File: config.mk
export PLATFORM = sky130hd
export DESIGN_NAME = fblank_if
export DESIGN_NICKNAME = d
export VERILOG_FILES = /design/src/rtl/fblank_pkg.sv /design/src/rtl/fblank_sync.sv /design/src/rtl/fblank_edge.sv /design/src/rtl/fblank_regs.sv /design/src/rtl/fblank_if.sv
export SDC_FILE = /design/constraint.sdc
export NUM_CORES = 1
export LEC_CHECK = 0
export BUFFER_PORTS_ARGS = -buffer_cell sky130_fd_sc_hd__buf_4
export CAP_MARGIN = 15
export CORE_MARGIN = 4
export CORE_UTILIZATION = 37
export CTS_CLUSTER_DIAMETER = 50
export CTS_CLUSTER_SIZE = 30
export DETAILED_ROUTE_END_ITERATION = 10
export PLACE_DENSITY_LB_ADDON = 0.08
export RECOVER_POWER = 25
export SLEW_MARGIN = 20
export SYNTH_ARGS = -nofsm -noshare
export SYNTH_HDL_FRONTEND = slang
export SYNTH_SLANG_ARGS = --single-unit
File: constraint.sdc
create_clock -name clk -period 0.8 [get_ports clk]
set_input_delay 0 -clock clk [delete_from_list [all_inputs] [get_ports clk]]
set_output_delay 0 -clock clk [all_outputs]
set_load 0.03 [all_outputs]
File: src/rtl/fblank_pkg.sv
package fblank_pkg;
  localparam int DATA_W        = 8;
  localparam int ADDR_W        = 8;
  localparam int MODE_USED_W   = 3;
  localparam int STAT_LVL_BIT  = 3;
  localparam int STAT_FALL_BIT = 4;

  typedef logic [DATA_W-1:0] byte_t;
  typedef logic [ADDR_W-1:0] addr_t;

  // bit order matches mode register bits 2..0
  typedef struct packed {
    logic pol_low;
    logic clmp_ref;
    logic force_hi;
  } mode_t;
endpackage

File: src/rtl/fblank_sync.sv
module fblank_sync #(
  parameter int STAGES = 2
) (
  input  logic clk,
  input  logic rst_n,
  input  logic din,
  output logic dout
);
  logic [STAGES-1:0] chain_q;
  logic [STAGES-1:0] chain_d;

  genvar gi;
  generate
    for (gi = 0; gi < STAGES; gi++) begin : g_stage
      if (gi == 0) begin : g_first
        always_comb chain_d[gi] = din;
      end else begin : g_next
        always_comb chain_d[gi] = chain_q[gi-1];
      end
    end
  endgenerate

  always_ff @(posedge clk or negedge rst_n) begin
    if (!rst_n) chain_q <= '0;
    else        chain_q <= chain_d;
  end

  assign dout = chain_q[STAGES-1];
endmodule

File: src/rtl/fblank_edge.sv
module fblank_edge (
  input  logic clk,
  input  logic rst_n,
  input  logic lvl_i,
  input  logic clr_i,
  output logic flag_o
);
  logic prev_q;
  logic flag_q;
  logic flag_d;
  logic fall;

  always_comb begin
    fall   = prev_q & ~lvl_i;
    // a new edge wins over a clearing read in the same cycle
    flag_d = (flag_q & ~clr_i) | fall;
  end

  always_ff @(posedge clk or negedge rst_n) begin
    if (!rst_n) begin
      prev_q <= 1'b0;
      flag_q <= 1'b0;
    end else begin
      prev_q <= lvl_i;
      flag_q <= flag_d;
    end
  end

  assign flag_o = flag_q;
endmodule

File: src/rtl/fblank_regs.sv
module fblank_regs
  import fblank_pkg::*;
#(
  parameter addr_t STAT_ADDR = 8'h40,
  parameter addr_t MODE_ADDR = 8'h41
) (
  input  logic  clk,
  input  logic  rst_n,
  input  logic  wr_en_i,
  input  logic  rd_en_i,
  input  addr_t addr_i,
  input  byte_t wdata_i,
  input  logic  lvl_i,
  input  logic  flag_i,
  output mode_t mode_o,
  output logic  stat_rd_o,
  output byte_t rdata_o
);
  mode_t mode_q, mode_d;
  byte_t rdata_q, rdata_d;
  byte_t rd_mux;
  logic  mode_we;
  logic  unused_wbits;

  assign unused_wbits = ^wdata_i[DATA_W-1:MODE_USED_W];

  always_comb begin
    mode_we   = wr_en_i && (addr_i == MODE_ADDR);
    stat_rd_o = rd_en_i && (addr_i == STAT_ADDR);
    mode_d    = mode_we ? mode_t'(wdata_i[MODE_USED_W-1:0]) : mode_q;

    rd_mux = '0;
    if (addr_i == STAT_ADDR) begin
      rd_mux[STAT_LVL_BIT]  = lvl_i;
      rd_mux[STAT_FALL_BIT] = flag_i;
    end else if (addr_i == MODE_ADDR) begin
      rd_mux[MODE_USED_W-1:0] = mode_q;
    end
    rdata_d = rd_en_i ? rd_mux : rdata_q;
  end

  always_ff @(posedge clk or negedge rst_n) begin
    if (!rst_n) begin
      mode_q  <= '0;
      rdata_q <= '0;
    end else begin
      mode_q  <= mode_d;
      rdata_q <= rdata_d;
    end
  end

  assign mode_o  = mode_q;
  assign rdata_o = rdata_q;
endmodule

File: src/rtl/fblank_if.sv
module fblank_if
  import fblank_pkg::*;
#(
  parameter addr_t STAT_ADDR   = 8'h40,
  parameter addr_t MODE_ADDR   = 8'h41,
  parameter int    SYNC_STAGES = 2
) (
  input  logic       clk,
  input  logic       rst_n,
  input  logic       fb_pin_i,
  input  logic       wr_en_i,
  input  logic       rd_en_i,
  input  logic [7:0] addr_i,
  input  logic [7:0] wdata_i,
  output logic [7:0] rdata_o,
  output logic       fb_o
);
  logic  pin_lvl;
  logic  fall_flag;
  logic  stat_rd;
  logic  fb_src;
  mode_t mode;

  fblank_sync #(.STAGES(SYNC_STAGES)) u_sync (
    .clk  (clk),
    .rst_n(rst_n),
    .din  (fb_pin_i),
    .dout (pin_lvl)
  );

  fblank_edge u_edge (
    .clk   (clk),
    .rst_n (rst_n),
    .lvl_i (pin_lvl),
    .clr_i (stat_rd),
    .flag_o(fall_flag)
  );

  fblank_regs #(.STAT_ADDR(STAT_ADDR), .MODE_ADDR(MODE_ADDR)) u_regs (
    .clk      (clk),
    .rst_n    (rst_n),
    .wr_en_i  (wr_en_i),
    .rd_en_i  (rd_en_i),
    .addr_i   (addr_i),
    .wdata_i  (wdata_i),
    .lvl_i    (pin_lvl),
    .flag_i   (fall_flag),
    .mode_o   (mode),
    .stat_rd_o(stat_rd),
    .rdata_o  (rdata_o)
  );

  // polarity applies to both sources; clamp-reference bit is not used here
  always_comb begin
    fb_src = mode.force_hi ? 1'b1 : pin_lvl;
    fb_o   = fb_src ^ mode.pol_low;
  end
endmodule

Yosys cells after proc, flatten, opt, wreduce, memory -nomap -nowiden
Cells that the tools add are included.

storage, ports and cells
  flip-flop bits (word level) = 12

cells by class
  eq/ne operators = 2
  reduce and logical (&&, ||, !) cells = 2
  mux-type cells = 4
  bitwise logic cells = 6

operators with widths
  operator                                        number
  == test 8 x 7 -> 1 bit (second input constant)  2
  2-to-1 mux 3 bit                                2
  bitwise AND 1 bit                               2
  logical AND 1 bit                               2
  2-to-1 mux 2 bit                                1
  inverter 1 bit                                  2
  2-to-1 mux 1 bit                                1
  bitwise OR 1 bit                                1
  bitwise XOR 1 bit                               1

Depth between registers and ports, before layout
Gate-level depths: netlist (run 1).

  word-level depth = 5
  depth in mapped cells = 3
  mapped depth without buffers = 3

By module
A second synthesis (run 1) with hierarchy kept.

second synthesis, totals
  cell total of the unflattened synthesis = 42
  area total of the unflattened synthesis = 528.0 um^2

by module, submodules not included
  module       cells an instance  area each (um^2)  sequential area each (um^2)  times used
  fblank_regs  33                 392.9             200.2                        1
  fblank_edge  5                  70.1              50.0                         1
  fblank_sync  2                  50.0              50.0                         1
  fblank_if    2                  15.0              0.0                          1

Least setup slack after synthesis (run 1)
Ideal clock, no wire load.

  path kind = flip-flop to output port
  from = register u_sync.chain_q[1]
  to = output port fb_o
  arrival time = 0.937 ns
  required time = 0.800 ns
  cell stages (with the launch flop) = 3
  slack = -0.137 ns
  path through = dfrtp_1 > nor2_1 > xnor2_1

on the way
  cells in the longest elaborated chain, start to end = 2

RTL lines
  what                      line               source
  start: declaration        fblank_sync.sv:9   logic [STAGES-1:0] chain_q;
  start signal: assignment  fblank_sync.sv:25  else chain_q <= chain_d;
  2-to-1 mux 1 bit          fblank_if.sv:55    fb_src = mode.force_hi ? 1'b1 : pin_lvl;
  bitwise XOR 1 bit         fblank_if.sv:56    fb_o = fb_src ^ mode.pol_low;
  end: declaration          fblank_if.sv:16    output logic fb_o

No other way between the ends.

Worst setup path after layout (run 1)
  from = register u_regs.mode_q (netlist bit u_regs.mode_o[0])
  to = output port fb_o

on the way
  cells in the longest elaborated chain, start to end = 2

RTL lines
  what                      line               source
  start: declaration        fblank_regs.sv:19  mode_t mode_q, mode_d;
  start signal: assignment  fblank_regs.sv:47  mode_q <= mode_d;
  2-to-1 mux 1 bit          fblank_if.sv:55
  bitwise XOR 1 bit         fblank_if.sv:56

No other way between the ends.

==> flow_summary.toml, run 1 <==
[floorplanning]
core_sq_um = 1320
io_pins = 30
initial_core_util_pct = 40.0
dieArea_sq_um = 2090
die_h_um = 45.7
rows = 13
die_w_um = 45.7

[final_layout]
stdcell_count = 98
final_common_cell = "buf_4"
fillerInstances = 102
fin_area_sq_um = 863
drive_gt1_share_pct = 48.2
nNetsFinal = 105
n_antenna_cell = 0
areaGrowthSynthToFinish_pct = 63.9
layout_common_cells = "buf_4, dfrtp_1, nand2_1, buf_6"

[clock_tree]
root_buffer = "clkbuf_4"
clk_path_buf_depth = 2
clk_pin_slew_worst_paths_ns = 0.07
cts_buffers = 3
clk_latency_ns = 0.26
htree_levels = 1
cts_tree = "done"
clock-sinks = 12

[route]
firstDrtPassIters = 1
met1_length_um = 470
drtIter0Drc = 0
routed_wirelength_um = 1090
wl_met3_um = 124
antenna_left = 0
met2WireLength_um = 483
viasPerCell = 4.62
vias = 453
drc_errors = 0
top_layer = "met4"
wl_per_cell_um = 11.2

[worst_setup_path]
reg2reg_depth = 2
crit_arrival_ns = 1.08
crit_fanout = 2
r2r-end = "u_regs.mode_o[2]"
cp.required_ns = 0.80
worstSetupPathType = "flop to output pin"
reg2reg_slack_ns = -0.13
crit_path_start_kind = "flop"
r2r-start = "u_regs.mode_o[2]"
end_kind = "output pin"

[synthesis]
ys_types = 17
synthSimpleGateAreaFrac_pct = 17.3
yosys.area_share.adder_pct = 0
synth_top_family_by_area = "simple AND/OR/NAND/NOR gates"
yosysSeqAreaShare_pct = 57.0
ys_warn_count = 0
synth-seq-cells = 12
syn_avg_cell_area_sq_um = 11.2
synthCells = 47
synth_compound_area_share_pct = 7.60
synth_area_leaders = "dfrtp_1, mux2_2, o22ai_1, nand2_1, nor4b_4"
synth_mux_area_share_pct = 6.41
synth_top_area_share_pct = 57.0
synth_area_sq_um = 527
synth_area_leader_cell = "dfrtp_1"
synth_xor_area_share_pct = 1.66

[timing]
min_period_ns = 1.08
rsz0062_at_grt = "true"
setup_viol = 7
tightest_slew_ns = 0.641
clock.fmax_mhz = 922
setup_ws_ns = -0.285
worst_clock_skew_ns = 0.00114
slew_headroom_pct = 57.3
maxSlewViolCount = 0
hold_violations = 0
period_share_pct = 136

[outcome]
outcome = "finished, violations left"
violations = "setup timing"

[hold_path]
hold-path-endpoint = "u_regs.rdata_o[3]"
min_path_type = "input port to flop"
hp-start = "rd_en_i"
holdPathStages = 2

[place]
pre_cts_ws_ns = -0.227
dp.cells = 85
gp_congestion = 0.671
hpwl_um = 829
post_dp_cell_area_sq_um = 722
portBuffers = 21

[global_routing]
track_usage_pct = 12.7
grt.overflow.total = 0
grt_pass1_vias = 411
grt_max_degree = 13
antenna_found_initial = 0
grt_pass1_wl_um = 1820

[run]
cap_violations = 0

[power_and_ir_drop]
peakVddDrop_mv = 1.09
powerDensity_nw_per_um2 = 1500
cellLeakagePower_nw = 0.422
-- metrics by stage --
stage | hold WS [ns] | util, % | setup TNS [ns] | power (mW)
6_report | 0.0126 | 65.5 | -0.574 | 1.30
5_1_grt | 0.00463 | 65.5 | -0.983 | 1.39
4_1_cts | 0.00205 | 65.8 | -0.653 | 1.32
3_5_place_dp | -0.154 | 54.8 | -1.35 | 0.814
3_3_place_gp | -0.153 | 54.8 | -1.29 | 0.813
2_1_floorplan | -0.296 | - | -0.262 | 0.722
-- power breakdown --
group	switching [mW]	internal (mW)
registers	0.00953	0.622
clock network	0.188	0.276
logic	0.0914	0.110
-- registers in the layout, indices dropped and copies added, names as in the netlist --
signal          cells
u_regs.rdata_o      5
u_sync.chain_q      2
u_edge.flag_o       1
u_regs.mode_o       3
u_edge.prev_q       1
-- worst max-delay path by stage --
stage	cells past startpoint	from	slack [ns]	end
global placement	4	addr_i[7]	-0.22	u_regs.mode_o[0]
finish	3	u_regs.mode_o[0]	-0.28	fb_o
CTS	3	u_regs.mode_o[0]	-0.30	fb_o
floorplan	3	addr_i[7]	-0.09	u_regs.mode_o[0]
global route	3	u_regs.mode_o[0]	-0.34	fb_o
detailed placement	4	addr_i[7]	-0.23	u_regs.mode_o[1]
-- kinds of logic (layout without fill, tap and decap cells) --
logic type / count (synthesis) / after routing
multiplexers: 3 / 3
flip-flops: 12 / 12
XOR/XNOR: 1 / 1
other: 1 / 3
AO/OA/AOI/OAI: 6 / 6
AND/OR/NAND/NOR: 14 / 14
buffers and inverters: 10 / 44
-- layer usage --
| metal | up-vias | GRT usage [%] |
|---|---|---|
| met5 | - | 0 |
| met2 | 22 | 18.9 |
| met3 | 2 | 4.74 |
| met1 | 204 | 15.7 |
| met4 | 0 | 6.82 |
| li1 | 225 | - |
-- cells in the mapped netlist --
library cell	n
clkbuf_1	1
conb_1	1
nand3_1	1
mux2_2	3
nand2_1	7
nor2_1	1
nor4b_4	1
inv_1	6
nor4b_1	1
o22ai_1	5
nor4_1	1
nor3_1	1
dfrtp_1	12
a22o_1	1
buf_4	3
xnor2_1	1
nand4_2	1
-- worst max-delay path, cell delays in order, from the launching register on --
cell and delay (ns):
dfrtp_1 0.39, nor2_2 0.15, xnor2_2 0.13, buf_6 0.15
-- cell type report --
| type | count | area, sq um | area share, % |
|---|---|---|---|
| well taps | 15 | 18.8 | 2.17 |
| flip-flops and latches | 12 | 300 | 34.8 |
| clock buffers | 4 | 36.3 | 4.20 |
| repair buffers | 34 | 290 | 33.6 |
| inverters | 6 | 22.5 | 2.61 |
| multi-input cells | 27 | 195 | 22.6 |
-- what timing repair did --
item,CTS,global route
hold buffers,5,0
buffers inserted,4,0
endpoints found under the setup margin,7,11
hold endpoints to repair,16,0
resized for setup,8,1
pin swaps,1,0
Note: power is estimated with default switching activity, not from simulation.
==> run 2: changes to the inputs <==
Settings changed: PLACE_DENSITY_LB_ADDON 0.08 to 0.25.
==> run 2 against run 1 <==
The flow still finishes with violations (setup timing). Core utilization grew 2.9 points. First-iteration DRC count grew 4. Setup slack gained 0.0030 ns. Register-to-register slack gained 0.02 ns. Sequential share of layout area shrank 1.5 points. Via count grew 4.2%. Sequential power is essentially flat. Clock-buffer cell count shrank 1. Flip-flop and latch count is the same. Largest cell class is now buffers. Largest power group unchanged.
==> flow_summary.toml, run 2 (same netlist as run 1, synthesis figures left out) <==
[route]
met2WireLength_um = 615
antenna_left = 0
viasPerCell = 4.63
drtIter0Drc = 4
vias = 472
routed_wirelength_um = 1210
top_layer = "met3"
drc_errors = 0
wl_per_cell_um = 11.9
met1_length_um = 496
firstDrtPassIters = 3
wl_met3_um = 99

[timing]
rsz0062_at_grt = "true"
hold_violations = 0
fin_setup_tns_ns = -0.512
maxSlewViolCount = 0
period_share_pct = 135
clock.fmax_mhz = 924
worst_clock_skew_ns = 0.00344
setup_viol = 5
setup_ws_ns = -0.282
min_period_ns = 1.08
worst_hold_slack_ns = 0.00692

[final_layout]
n_antenna_cell = 0
postLayoutCoreUtil_pct = 68.5
final_common_cell = "buf_4"
drive_gt1_share_pct = 49.4
multi_input_area_sq_um = 198
largest_reg_flops = 5
areaGrowthSynthToFinish_pct = 71.3
register_area_sq_um = 300
fillerInstances = 112
layout_common_cells = "buf_4, dfrtp_1, dlygate4sd3_1, buf_6, nand2_1"
nNetsFinal = 110

[floorplanning]
die_w_um = 45.7
rows = 13
io_pins = 30
die_h_um = 45.7
core_sq_um = 1320
initial_core_util_pct = 40.0
dieArea_sq_um = 2090

[clock_tree]
clock-sinks = 12
clk_latency_ns = 0.26
cts_buffers = 3
cts_tree = "done"
root_buffer = "clkbuf_4"
clk_path_buf_depth = 2
clk_pin_slew_worst_paths_ns = 0.07
htree_levels = 1

[power_and_ir_drop]
powerDensity_nw_per_um2 = 1320
peakVddDrop_mv = 1.10
cellLeakagePower_nw = 0.444

[worst_setup_path]
worstSetupPathType = "flop to output pin"
cp.required_ns = 0.80
crit_path_start_kind = "flop"
crit_fanout = 2
crit_arrival_ns = 1.08
end_kind = "output pin"

[global_routing]
grt.overflow.total = 0
grt_max_degree = 13
track_usage_pct = 13.4
grt_pass1_vias = 487
grt_pass1_wl_um = 1970
antenna_found_initial = 0

[place]
gp_congestion = 0.703
portBuffers = 21
hpwl_um = 854

[outcome]
violations = "setup timing"
outcome = "finished, violations left"

[hold_path]
min_path_type = "input port to flop"

[run]
cap_violations = 0
[run 2: worst paths after layout]
check,startpoint,cells past startpoint,endpoint,slack (ns)
max,u_regs.mode_o[0],3,fb_o,-0.28
min,rd_en_i,2,u_regs.rdata_o[0],0.007
max reg2reg,u_regs.mode_o[2],2,u_regs.mode_o[2],-0.11
min reg2reg,u_sync.chain_q[0],0,u_sync.chain_q[1],0.35
max in group asynchronous,rst_n,2,u_sync.chain_q[1],0.42
min in group asynchronous,rst_n,2,u_regs.rdata_o[4],0.15
[run 2: routing by layer]
layer | up-vias | global-route usage, %
met5 | - | 0
met1 | 219 | 14.1
met4 | 0 | 1.70
li1 | 236 | -
met2 | 17 | 24.2
met3 | 0 | 7.11
[run 2: final cells by class]
type,instances,share of cell area (%)
sequential,12,33.3
clock buffer,3,2.50
timing repair buffer,39,37.7
tap,15,2.08
multi-input combinational,27,21.9
inverter,6,2.50
[run 2: critical path, stage by stage, from the launching register on]
cell and delay (ns):
dfrtp_1 0.39, nor2_2 0.15, xnor2_2 0.13, buf_6 0.15
[run 2: per-stage QoR]
stage,total power [mW],area [sq um],instances,worst slack [ns]
6_report,1.20,902,102,-0.282
4_1_cts,1.20,838,95,-0.303
3_5_place_dp,0.809,707,83,-0.297
5_1_grt,1.29,902,102,-0.365
3_3_place_gp,0.806,707,83,-0.266
2_1_floorplan,0.722,542,49,-0.0875
[run 2: what timing repair did]
item / CTS / global route
setup endpoints to repair: 9 / 10
hold buffers: 5 / 3
pin swaps: 3 / 0
endpoints found under the hold margin: 16 / 1
gates resized for setup: 8 / 3
buffers inserted: 4 / 4
[run 2: where the power goes]
group / switching (mW) / total (mW) / internal (mW)
Clock: 0.171 / 0.345 / 0.174
Combinational: 0.0951 / 0.218 / 0.123
Sequential: 0.0103 / 0.632 / 0.622
Total: 0.277 / 1.20 / 0.918
==> run 3: changes to the inputs <==
Settings changed: CORE_UTILIZATION 37 to 40, SLEW_MARGIN 20 to 30.
Clock period 0.8 ns to 1.1 ns, I/O delays scaled along.
==> run 3 against run 2 <==
The flow now finishes without violations. Via count decreased by 9.1%. Die area decreased by 6.2%. Sequential share of layout area increased by 5.2 points. Flip-flop and latch count unchanged.
==> flow_summary.toml, run 3 (same netlist as run 1, synthesis figures left out) <==
[power_and_ir_drop]
p_switching_mw = 0.205
combPwrFrac_pct = 15.7
switching_share_pct = 24.0
peakVddDrop_mv = 0.590
power_mw = 0.854
powerDensity_nw_per_um2 = 1100
pwr-share-seq_pct = 53.7
clock_power_share_pct = 30.6
p_int_mw = 0.649
cellLeakagePower_nw = 0.386

[place]
gp_congestion = 0.726
pre_cts_ws_ns = 0.00273
post_dp_cell_area_sq_um = 683
portBuffers = 21

[worst_setup_path]
crit_fanout = 2
slowest_stage = "dfrtp_1"
crit_family = "flip-flops"
end_kind = "output pin"
worstSetupPathType = "flop to output pin"
crit_path_max_incr_delay_ns = 0.39
crit_arrival_ns = 1.08
crit_path_start_kind = "flop"
path_cells = "nor2_2, xnor2_1, buf_4"
crit_buf_inv = 1
cp.required_ns = 1.10

[route]
firstDrtPassIters = 4
drc_errors = 0
vias = 429
wl_per_cell_um = 12.1
antenna_left = 0
drtIter0Drc = 15
routed_wirelength_um = 1100
viasPerCell = 4.71

[global_routing]
grt_pass1_wl_um = 1960
grt_max_degree = 13
track_usage_pct = 14.3
grt_pass1_vias = 447
grt.overflow.total = 0
antenna_found_initial = 0

[clock_tree]
clk_pin_slew_worst_paths_ns = 0.07
root_buffer = "clkbuf_4"
clk_latency_ns = 0.27
clk_path_buf_depth = 2
cts_buffers = 3
htree_levels = 1
clock-sinks = 12
cts_tree = "done"

[floorplanning]
initial_core_util_pct = 45.0
die_h_um = 44.3
core_sq_um = 1170
io_pins = 30
rows = 12
dieArea_sq_um = 1960
die_w_um = 44.3

[final_layout]
register_area_sq_um = 300
final_common_cell = "buf_4"
areaGrowthSynthToFinish_pct = 48.0
fin_area_sq_um = 779
nNetsFinal = 100
fillerInstances = 104
layout_common_cells = "buf_4, dfrtp_1, nand2_1"
multi_input_area_sq_um = 188
n_antenna_cell = 0
largest_reg_flops = 5
drive_gt1_share_pct = 40.3

[hold_path]
min_path_type = "input port to flop"

[timing]
setup_ws_ns = 0.0170
clock.fmax_mhz = 923
maxSlewViolCount = 0
slew_headroom_pct = 59.5
setup_viol = 0
hold_violations = 0
rsz0062_at_grt = "true"
tightest_slew_ns = 0.607
worst_clock_skew_ns = 0.00422
min_period_ns = 1.08
worst_hold_slack_ns = 0.0560
period_share_pct = 98.5

[outcome]
outcome = "complete, no violations"

[run]
cap_violations = 0
==> run 3: repair_timing <==
| action | in CTS | in global routing |
|---|---|---|
| pin swaps | 2 | 0 |
| hold buffers | 6 | 0 |
| endpoints found under the setup margin | 1 | 1 |
| gates cloned | 0 | 0 |
| resized for setup | 0 | 1 |
| hold endpoints to repair | 21 | 0 |
| setup buffers | 2 | 0 |
==> run 3: power groups by stage <==
| stage | clock, mW | combinational (mW) | sequential [mW] |
|---|---|---|---|
| floorplan | 0 | 0.0548 | 0.467 |
| CTS | 0.275 | 0.136 | 0.458 |
| detailed placement | 0 | 0.112 | 0.468 |
| global route | 0.294 | 0.147 | 0.459 |
| global placement | 0 | 0.109 | 0.468 |
| finish | 0.261 | 0.134 | 0.459 |
==> run 3: worst paths after layout <==
| check | startpoint | end | slack, ns | depth (start not counted) |
|---|---|---|---|---|
| worst max-delay path | u_regs.mode_o[0] | fb_o | 0.02 | 3 |
| worst min-delay path | addr_i[7] | u_regs.rdata_o[4] | 0.06 | 4 |
| worst max register to register | u_regs.mode_o[0] | u_regs.mode_o[0] | 0.22 | 2 |
| worst min register to register | u_sync.chain_q[0] | u_sync.chain_q[1] | 0.36 | 0 |
| max in group asynchronous | rst_n | u_regs.mode_o[1] | 0.46 | 2 |
| min in group asynchronous | rst_n | u_regs.rdata_o[1] | 0.25 | 2 |
==> run 3: metrics by stage <==
stage | cells | utilization (%) | setup TNS (ns)
after global routing | 91 | 66.6 | -0.0626
after global placement | 80 | 58.3 | -0.000924
after CTS | 91 | 66.7 | -0.0124
final | 91 | 66.6 | 0
after floorplan | 49 | - | 0
after detailed placement | 80 | 58.3 | 0
==> run 3: area by class of cell <==
cell class	instances	area share (%)
Clock buffer	3	2.89
Inverter	6	2.89
Multi-Input combinational cell	27	24.1
Sequential cell	12	38.5
Tap cell	14	2.25
Timing Repair Buffer	29	29.4
==> run 3: routing by layer <==
| layer | wire (um) | part of all wire, % | global-route usage (%) |
|---|---|---|---|
| met1 | 393 | 36 | 15.5 |
| met2 | 560 | 51 | 22.1 |
| met3 | 114 | 10 | 6.91 |
| met4 | 31 | 2.8 | 9.04 |
| met5 | 0 | 0 | 0 |
==> run 3: worst min-delay path, cell delays in order <==
cell and delay (ns):
buf_4 0.09, nor4b_4 0.05, nand2_1 0.07, o22ai_1 0.07
